===== config.mk =====
export PLATFORM = sky130hd
export DESIGN_NAME = gpio_irq_port
export DESIGN_NICKNAME = d
export VERILOG_FILES = /design/src/rtl/gpio_irq_pkg.sv /design/src/rtl/gpio_in_filter.sv /design/src/rtl/gpio_irq_detect.sv /design/src/rtl/gpio_port_regs.sv /design/src/rtl/gpio_irq_port.sv
export SDC_FILE = /design/constraint.sdc
export NUM_CORES = 1
export LEC_CHECK = 0
export ABC_AREA = 1
export BUFFER_PORTS_ARGS = -buffer_cell sky130_fd_sc_hd__buf_2
export CORE_ASPECT_RATIO = 1.1
export CORE_MARGIN = 2
export CORE_UTILIZATION = 50
export DETAILED_ROUTE_END_ITERATION = 10
export HOLD_SLACK_MARGIN = 0.02
export PLACE_DENSITY = 0.77
export SLEW_MARGIN = 20
export SYNTH_ARGS = -nofsm -noshare
export SYNTH_HDL_FRONTEND = slang
export SYNTH_HIERARCHICAL = 1
export SYNTH_SLANG_ARGS = --single-unit

===== constraint.sdc =====
create_clock -name clk -period 4.3 [get_ports clk]
set_input_delay 1.075 -clock clk [delete_from_list [all_inputs] [get_ports clk]]
set_output_delay 1.075 -clock clk [all_outputs]
set_load 0.01 [all_outputs]

===== src/rtl/gpio_irq_pkg.sv =====
package gpio_irq_pkg;
  parameter int ADDR_W = 8;
  typedef logic [ADDR_W-1:0] addr_t;

  localparam addr_t A_DATA = 8'h00;
  localparam addr_t A_DIR  = 8'h10;
  localparam addr_t A_KIND = 8'h90;
  localparam addr_t A_POL  = 8'h94;
  localparam addr_t A_EOI  = 8'h98;
  localparam addr_t A_IEN  = 8'h9C;
  localparam addr_t A_STAT = 8'hA0;
  localparam addr_t A_DEB  = 8'hA8;
endpackage


===== src/rtl/gpio_in_filter.sv =====
module gpio_in_filter #(
  parameter int LINES       = 8,
  parameter int DEB_SAMPLES = 4
) (
  input  logic             clk,
  input  logic             rst_n,
  input  logic [LINES-1:0] pad_i,
  input  logic [LINES-1:0] deb_en,
  output logic [LINES-1:0] sync_o,
  output logic [LINES-1:0] filt_o
);
  localparam int CW = (DEB_SAMPLES > 2) ? $clog2(DEB_SAMPLES) : 1;

  logic [LINES-1:0] s1_q, s2_q;

  always_ff @(posedge clk or negedge rst_n) begin
    if (!rst_n) begin
      s1_q <= '0;
      s2_q <= '0;
    end else begin
      s1_q <= pad_i;
      s2_q <= s1_q;
    end
  end

  assign sync_o = s2_q;

  for (genvar i = 0; i < LINES; i++) begin : g_line
    logic [CW-1:0] cnt_q, cnt_d;
    logic          held_q, held_d;

    always_comb begin
      cnt_d  = cnt_q;
      held_d = held_q;
      if (!deb_en[i]) begin
        cnt_d  = '0;
        held_d = s2_q[i];
      end else if (s2_q[i] == held_q) begin
        cnt_d = '0;
      end else if (cnt_q == CW'(DEB_SAMPLES - 1)) begin
        cnt_d  = '0;
        held_d = s2_q[i];
      end else begin
        cnt_d = cnt_q + 1'b1;
      end
    end

    always_ff @(posedge clk or negedge rst_n) begin
      if (!rst_n) begin
        cnt_q  <= '0;
        held_q <= 1'b0;
      end else begin
        cnt_q  <= cnt_d;
        held_q <= held_d;
      end
    end

    assign filt_o[i] = deb_en[i] ? held_q : s2_q[i];

    AST_DEB_STABLE: assert property (@(posedge clk) disable iff (!rst_n)
      ($past(deb_en[i]) && (held_q != $past(held_q))) |->
        ($past(cnt_q) == CW'(DEB_SAMPLES - 1)));
  end
endmodule


===== src/rtl/gpio_irq_detect.sv =====
module gpio_irq_detect #(
  parameter int LINES = 8
) (
  input  logic             clk,
  input  logic             rst_n,
  input  logic [LINES-1:0] filt,
  input  logic [LINES-1:0] kind_edge,
  input  logic [LINES-1:0] pol_high,
  input  logic [LINES-1:0] ien,
  input  logic [LINES-1:0] eoi_pulse,
  output logic [LINES-1:0] status
);
  logic [LINES-1:0] prev_q, latch_q, latch_d;
  logic [LINES-1:0] rise, fall, edge_hit, clr, lvl_hit;

  always_comb begin
    rise     = filt & ~prev_q;
    fall     = ~filt & prev_q;
    edge_hit = kind_edge & ((pol_high & rise) | (~pol_high & fall));
    clr      = kind_edge & eoi_pulse;
    latch_d  = (latch_q & ~clr) | edge_hit;
    lvl_hit  = ~kind_edge & ~(filt ^ pol_high);
  end

  always_ff @(posedge clk or negedge rst_n) begin
    if (!rst_n) begin
      prev_q  <= '0;
      latch_q <= '0;
    end else begin
      prev_q  <= filt;
      latch_q <= latch_d;
    end
  end

  assign status = ien & ((kind_edge & latch_q) | lvl_hit);

  for (genvar i = 0; i < LINES; i++) begin : g_chk
    AST_SET_WINS: assert property (@(posedge clk) disable iff (!rst_n)
      edge_hit[i] |=> latch_q[i]);
    AST_EOI_CLEARS: assert property (@(posedge clk) disable iff (!rst_n)
      (clr[i] && !edge_hit[i]) |=> !latch_q[i]);
    AST_LEVEL_NO_SET: assert property (@(posedge clk) disable iff (!rst_n)
      !kind_edge[i] |=> !$rose(latch_q[i]));
  end
endmodule


===== src/rtl/gpio_port_regs.sv =====
module gpio_port_regs
  import gpio_irq_pkg::*;
#(
  parameter int LINES = 8
) (
  input  logic             clk,
  input  logic             rst_n,
  input  logic             bus_we,
  input  addr_t            bus_addr,
  input  logic [LINES-1:0] bus_wdata,
  output logic [LINES-1:0] bus_rdata,
  input  logic [LINES-1:0] pin_lvl,
  input  logic [LINES-1:0] status,
  output logic [LINES-1:0] data_q,
  output logic [LINES-1:0] dir_q,
  output logic [LINES-1:0] kind_q,
  output logic [LINES-1:0] pol_q,
  output logic [LINES-1:0] ien_q,
  output logic [LINES-1:0] deb_q,
  output logic [LINES-1:0] eoi_pulse
);
  logic [LINES-1:0] data_d, dir_d, kind_d, pol_d, ien_d, deb_d;

  always_comb begin
    data_d = data_q;
    dir_d  = dir_q;
    kind_d = kind_q;
    pol_d  = pol_q;
    ien_d  = ien_q;
    deb_d  = deb_q;
    case (bus_addr)
      A_DATA:  data_d = bus_wdata;
      A_DIR:   dir_d  = bus_wdata;
      A_KIND:  kind_d = bus_wdata;
      A_POL:   pol_d  = bus_wdata;
      A_IEN:   ien_d  = bus_wdata;
      A_DEB:   deb_d  = bus_wdata;
      default: ;
    endcase
  end

  always_ff @(posedge clk or negedge rst_n) begin
    if (!rst_n) begin
      data_q <= '0;
      dir_q  <= '0;
      kind_q <= '0;
      pol_q  <= '0;
      ien_q  <= '0;
      deb_q  <= '0;
    end else if (bus_we) begin
      data_q <= data_d;
      dir_q  <= dir_d;
      kind_q <= kind_d;
      pol_q  <= pol_d;
      ien_q  <= ien_d;
      deb_q  <= deb_d;
    end
  end

  assign eoi_pulse = (bus_we && bus_addr == A_EOI) ? bus_wdata : '0;

  always_comb begin
    case (bus_addr)
      A_DATA:  bus_rdata = pin_lvl;
      A_DIR:   bus_rdata = dir_q;
      A_KIND:  bus_rdata = kind_q;
      A_POL:   bus_rdata = pol_q;
      A_IEN:   bus_rdata = ien_q;
      A_DEB:   bus_rdata = deb_q;
      A_STAT:  bus_rdata = status;
      default: bus_rdata = '0;
    endcase
  end

  AST_DIR_HOLD: assert property (@(posedge clk) disable iff (!rst_n)
    !(bus_we && bus_addr == A_DIR) |=> $stable(dir_q));
endmodule


===== src/rtl/gpio_irq_port.sv =====
module gpio_irq_port
  import gpio_irq_pkg::*;
#(
  parameter int LINES       = 8,
  parameter int DEB_SAMPLES = 4
) (
  input  logic             clk,
  input  logic             rst_n,
  input  logic             bus_we,
  input  addr_t            bus_addr,
  input  logic [LINES-1:0] bus_wdata,
  output logic [LINES-1:0] bus_rdata,
  input  logic [LINES-1:0] pad_in,
  output logic [LINES-1:0] pad_out,
  output logic [LINES-1:0] pad_oe,
  output logic             irq_any,
  output logic [LINES-1:0] irq_line
);
  logic [1:0]       rsync_q;
  logic             rst_core_n;
  logic [LINES-1:0] sync_lvl, filt, status, eoi_pulse;
  logic [LINES-1:0] kind_q, pol_q, ien_q, deb_q;

  always_ff @(posedge clk or negedge rst_n) begin
    if (!rst_n) rsync_q <= '0;
    else        rsync_q <= {rsync_q[0], 1'b1};
  end
  assign rst_core_n = rsync_q[1];

  gpio_port_regs #(.LINES(LINES)) u_regs (
    .clk       (clk),
    .rst_n     (rst_core_n),
    .bus_we    (bus_we),
    .bus_addr  (bus_addr),
    .bus_wdata (bus_wdata),
    .bus_rdata (bus_rdata),
    .pin_lvl   (sync_lvl),
    .status    (status),
    .data_q    (pad_out),
    .dir_q     (pad_oe),
    .kind_q    (kind_q),
    .pol_q     (pol_q),
    .ien_q     (ien_q),
    .deb_q     (deb_q),
    .eoi_pulse (eoi_pulse)
  );

  gpio_in_filter #(.LINES(LINES), .DEB_SAMPLES(DEB_SAMPLES)) u_filt (
    .clk    (clk),
    .rst_n  (rst_core_n),
    .pad_i  (pad_in),
    .deb_en (deb_q),
    .sync_o (sync_lvl),
    .filt_o (filt)
  );

  gpio_irq_detect #(.LINES(LINES)) u_det (
    .clk       (clk),
    .rst_n     (rst_core_n),
    .filt      (filt),
    .kind_edge (kind_q),
    .pol_high  (pol_q),
    .ien       (ien_q),
    .eoi_pulse (eoi_pulse),
    .status    (status)
  );

  assign irq_line = status;
  assign irq_any  = |status;
endmodule


Word level (Yosys, flattened, before mapping):

Cells that the tools add are included.
Widths: inputs -> output; s select.

* bits in registers: 106
* output and inout port bits: 33

* equal/unequal tests: 39
* reductions and logical operators: 17
* $add $sub $neg: 8
* bitwise logic cells: 20
* multiplexer cells: 58

Operators by type and width (number)
* $and 8x8->8: 10
* $pmux 8 s7: 1
* $eq 8x8->1 const B: 6
* $mux 2: 24
* $not 8->8: 6
* $mux 1: 32
* $reduce_and 2->1: 14
* $or 8x8->8: 3
* $add 2x1->2 const B: 8
* $eq 2x2->1 const B: 8
* $ne 2x1->1 const B: 8
* $ne 2x2->1 const B: 8
* $eq 1x1->1: 8
* $eq 8x5->1 const B: 1
* $logic_not 8->1: 1
* $mux 8: 1
* $reduce_or 8->1: 1
* $xor 8x8->8: 1
* $logic_and 1x1->1: 1

Longest topological paths before layout:

* depth in word-level cells: 7
* gate-level depth with buffers: 11

Modules after synthesis:

Netlist, hierarchy kept.

Modules (own cells, without submodules)
* gpio_port_regs: area an instance 2588.7 µm², cells each 321, times used 1
* gpio_in_filter: area an instance 1701.6 µm², cells each 192, times used 1
* gpio_irq_detect: area an instance 960.9 µm², cells each 144, times used 1
* gpio_irq_port: area an instance 110.1 µm², cells each 18, times used 1

Worst setup path before layout:

Ideal clock, no wire load.

* path kind: input -> output
* start point: input bus_addr[5]
* end point: output bus_rdata[3]
* stages: 8
* slack: 1.260 ns
* required time: 3.225 ns
* arrival: 1.965 ns
* path buffers: 1
* cell sequence: inv_1 -> nand2_1 -> nor2_4 -> buf_4 -> nand3_1 -> nand2_1 -> nor2_1 -> nand2_1

* cells in the longest elaborated chain, start to end: 2
* elaborated cells on any way between the ends: 8

RTL lines
* start: declaration: line gpio_irq_port.sv:10 `input addr_t bus_addr,`
* $eq 8x8->1 (tied with other cells): line gpio_port_regs.sv:63 `case (bus_addr)`
* $pmux 8 s7 *: line gpio_port_regs.sv:63
* end: declaration: line gpio_irq_port.sv:12 `output logic [LINES-1:0] bus_rdata,`

Mark *: on every way between the ends. The rest lies on a longest branch, timed or not.

Worst setup path after layout:

* start point: input bus_addr[5]
* end point: output bus_rdata[5]

Same word-level chain as after synthesis.

==> impl_metrics.env <==
export IMPL_firstDrtPassIters=5
export IMPL_grt_util_met3_pct=5.67
export IMPL_criticalPathCategory="in -> out"
export IMPL_synth_warnings=6
export IMPL_core_um2=10400
export IMPL_slew_headroom_pct=37.5
export IMPL_endpoint_kind="primary output"
export IMPL_area_growth_pct=12.1
export IMPL_setup_viol=0
export IMPL_pin_count=60
export IMPL_nets=766
export IMPL_dieWidth_um=103
export IMPL_critical_path_top_delay_family="simple AND/OR/NAND/NOR gates"
export IMPL_io_buffers=59
export IMPL_fmax_mhz=287
export IMPL_die_h_um=113
export IMPL_track_usage_pct=22.7
export IMPL_wl_per_cell_um=13.9
export IMPL_slowest_stage="nor2_4"
export IMPL_synthTopCellsByCount="221 x nand2_1, 106 x dfrtp_1, 97 x inv_1"
export IMPL_start_util_pct=51.6
export IMPL_synth_top_area_cell="dfrtp_1"
export IMPL_ys_ff_latch=106
export IMPL_critPathMaxStageDelay_ns=0.50
export IMPL_async_flop_share_pct=100
export IMPL_antennaDiodeCount=0
export IMPL_tns_ns=0
export IMPL_seq_area_frac_synth_pct=49.5
export IMPL_clock_sinks=106
export IMPL_critPathArrivalTime_ns=2.41
export IMPL_vias=4527
export IMPL_hp_class="reg -> reg"
export IMPL_synth_edf_count=0
export IMPL_grt_ovfl_total=0
export IMPL_required_ns=3.22
export IMPL_place_hpwl_mm=8.42
export IMPL_p_leak_nw=3.30
export IMPL_fin_skew_ns=0.00640
export IMPL_cts_resized_gates=0
export IMPL_rsz0062_at_grt="false"
export IMPL_grt_busiest_layer="met2"
export IMPL_pre_cts_ws_ns=0.850
export IMPL_grt_pass1_wl_mm=20.1
export IMPL_layout_setup_ws_ns=0.812
export IMPL_syn_nets=710
export IMPL_p_per_area_nw_per_um2=348
export IMPL_synth_area_um2=5360
export IMPL_grt_util_met1_pct=31.0
export IMPL_cts_tree="yes"
export IMPL_vias_per_cell=5.15
export IMPL_drive_gt1_share_pct=14.9
export IMPL_slew_viol_final=0
export IMPL_synth_top_area_share_pct=49.5
export IMPL_htree_levels=3
export IMPL_cts_root_buf="clkbuf_16"
export IMPL_maxCapViolCount=0
export IMPL_grt_pass1_vias=4192
export IMPL_status="complete, no violations"
export IMPL_hold_viol=0
export IMPL_syn_avg_cell_area_um2=7.94
export IMPL_period_share_pct=81.1
export IMPL_clkLatencyLatePin_ns=0.35
export IMPL_synthFlopType="dfrtp_1"
export IMPL_globalplace_congestion=0.836
export IMPL_path_max_fanout=25
export IMPL_hold_slack_ns=0.349
export IMPL_crit_buf_inv=3
export IMPL_ctsLongestPathBuffers=2
export IMPL_fin_total_pwr_w=0.00209
export IMPL_max_slew_worst_pin_slew_ns=0.938
export IMPL_synth_area_leaders="dfrtp_1 49%, nand2_1 15%, inv_1 6.8%"
export IMPL_p_seq_share_pct=52.2
export IMPL_comb_power_share_pct=7.8
export IMPL_switching_share_pct=24.4
export IMPL_final_min_clock_period_ns=3.49
export IMPL_synthCells=675
export IMPL_remaining_drc_errors=0
export IMPL_synth_distinct_cells=21
export IMPL_dieArea_um2=11600
export IMPL_postRouteAntennaNets=0
export IMPL_path_clk_slew_ns=0.06
export IMPL_worstPathCellList="buf_2 -> inv_1 -> nand2_1 -> nor2_4 -> nand3_1 -> nand2_1 -> nor2_1 -> nand2_1 -> buf_2"
export IMPL_first_iter_violations=326
export IMPL_vdd_ir_drop_max_v=0.000207
export IMPL_yosysMostFrequentCell="nand2_1"
export IMPL_clockPowerShare_pct=40.0
export IMPL_post_cts_buffers=0
export IMPL_rows=39
export IMPL_p_switching_w=0.000509
export IMPL_cts_hold_buffers_added=0
export IMPL_use_met2_pct=35.8
export IMPL_cts_buffers=9
export IMPL_grt_max_degree=74
export IMPL_routed_wl_mm=12.3
export IMPL_p_int_w=0.00158
export IMPL_cpMostUsedCell="nand2_1"
export IMPL_antenna_found_initial=0
export IMPL_crit_path_start_kind="primary input"
[area by class of cell]
cell class	instances	area (um2)
Fill cell	940	4380
Sequential cell	106	2660
Multi-Input combinational cell	452	2180
Inverter	99	372
Timing Repair Buffer	63	325
Clock buffer	14	264
Tap cell	143	179
Clock inverter	2	35.0
[final timing paths]
path	from	end	slack, ns	cells past startpoint
max in group asynchronous	rsync_q[1]	u_filt/s1_q[4]	2.81	1
hold / removal	rsync_q[0]	rsync_q[1]	0.35	0
min in group asynchronous	rsync_q[1]	u_filt/s1_q[2]	0.49	0
hold reg to reg	rsync_q[0]	rsync_q[1]	0.35	0
setup reg to reg	rsync_q[1]	u_filt/s1_q[4]	2.81	1
setup / recovery	bus_addr[5]	bus_rdata[5]	0.81	9
[cells in the final DEF, fill, tap and decap left out, types with 2 or more instances in the layout]
cell,count
inv_1,97
nand3b_1,8
buf_2,59
clkbuf_8,2
nor2_1,47
o21ai_0,23
inv_2,2
dfrtp_1,105
nor3b_1,7
ha_1,8
nand2_2,3
nor2_2,6
buf_4,4
nand2_1,221
o21ai_1,26
nand3_4,4
a21boi_1,8
nor2_4,2
clkbuf_16,9
nand3_1,72
o21ai_2,15
clkbuf_1,3
[cell families after synthesis]
family	count (synthesis)	synth area share (%)
simple gates	371	30.6
buf+inv	117	9.87
flops	106	49.5
compound gates	72	8.14
fa+ha+maj	8	1.87
other cells	1	0.0699
[sequential cells by signal, summed over array words and instances (netlist names)]
signal	count
u_filt/s1_q	8
u_filt/g_line.held_q	8
u_regs/ien_q	8
u_det/latch_q	8
u_regs/data_q	8
u_regs/deb_q	8
u_regs/pol_q	8
u_det/prev_q	8
u_regs/kind_q	8
u_filt/sync_o	8
rsync_q	2
u_filt/g_line.cnt_q	16
u_regs/dir_q	8
[power by group through the flow]
| stage | logic, W | registers, W | clock network, W |
|---|---|---|---|
| after floorplan | 0.000107 | 0.00110 | 0 |
| after global placement | 0.000157 | 0.00111 | 0 |
| after detailed placement | 0.000164 | 0.00111 | 0 |
| after CTS | 0.000164 | 0.00109 | 0.000850 |
| after global routing | 0.000187 | 0.00110 | 0.000895 |
| final | 0.000164 | 0.00109 | 0.000836 |
[routing by layer]
layer  routed length (um)  vias to the layer above  part of all wire (%)
met2                 5710                      197                    47
met3                 1060                       22                   8.7
met4                  244                        0                   2.0
met1                 5240                     2096                    43
li1                     -                     2212                     -
met5                    0                        -                     0
[metrics by stage]
stage / cell area (um2) / utilization, % / instances
5_1_grt: 6010 / 57.8 / 879
2_1_floorplan: 5360 / - / 675
3_3_place_gp: 5710 / 55.0 / 863
3_5_place_dp: 5710 / 55.0 / 863
4_1_cts: 6010 / 57.8 / 879
6_report: 6010 / 57.8 / 879
(Power assumes the default switching activity.)
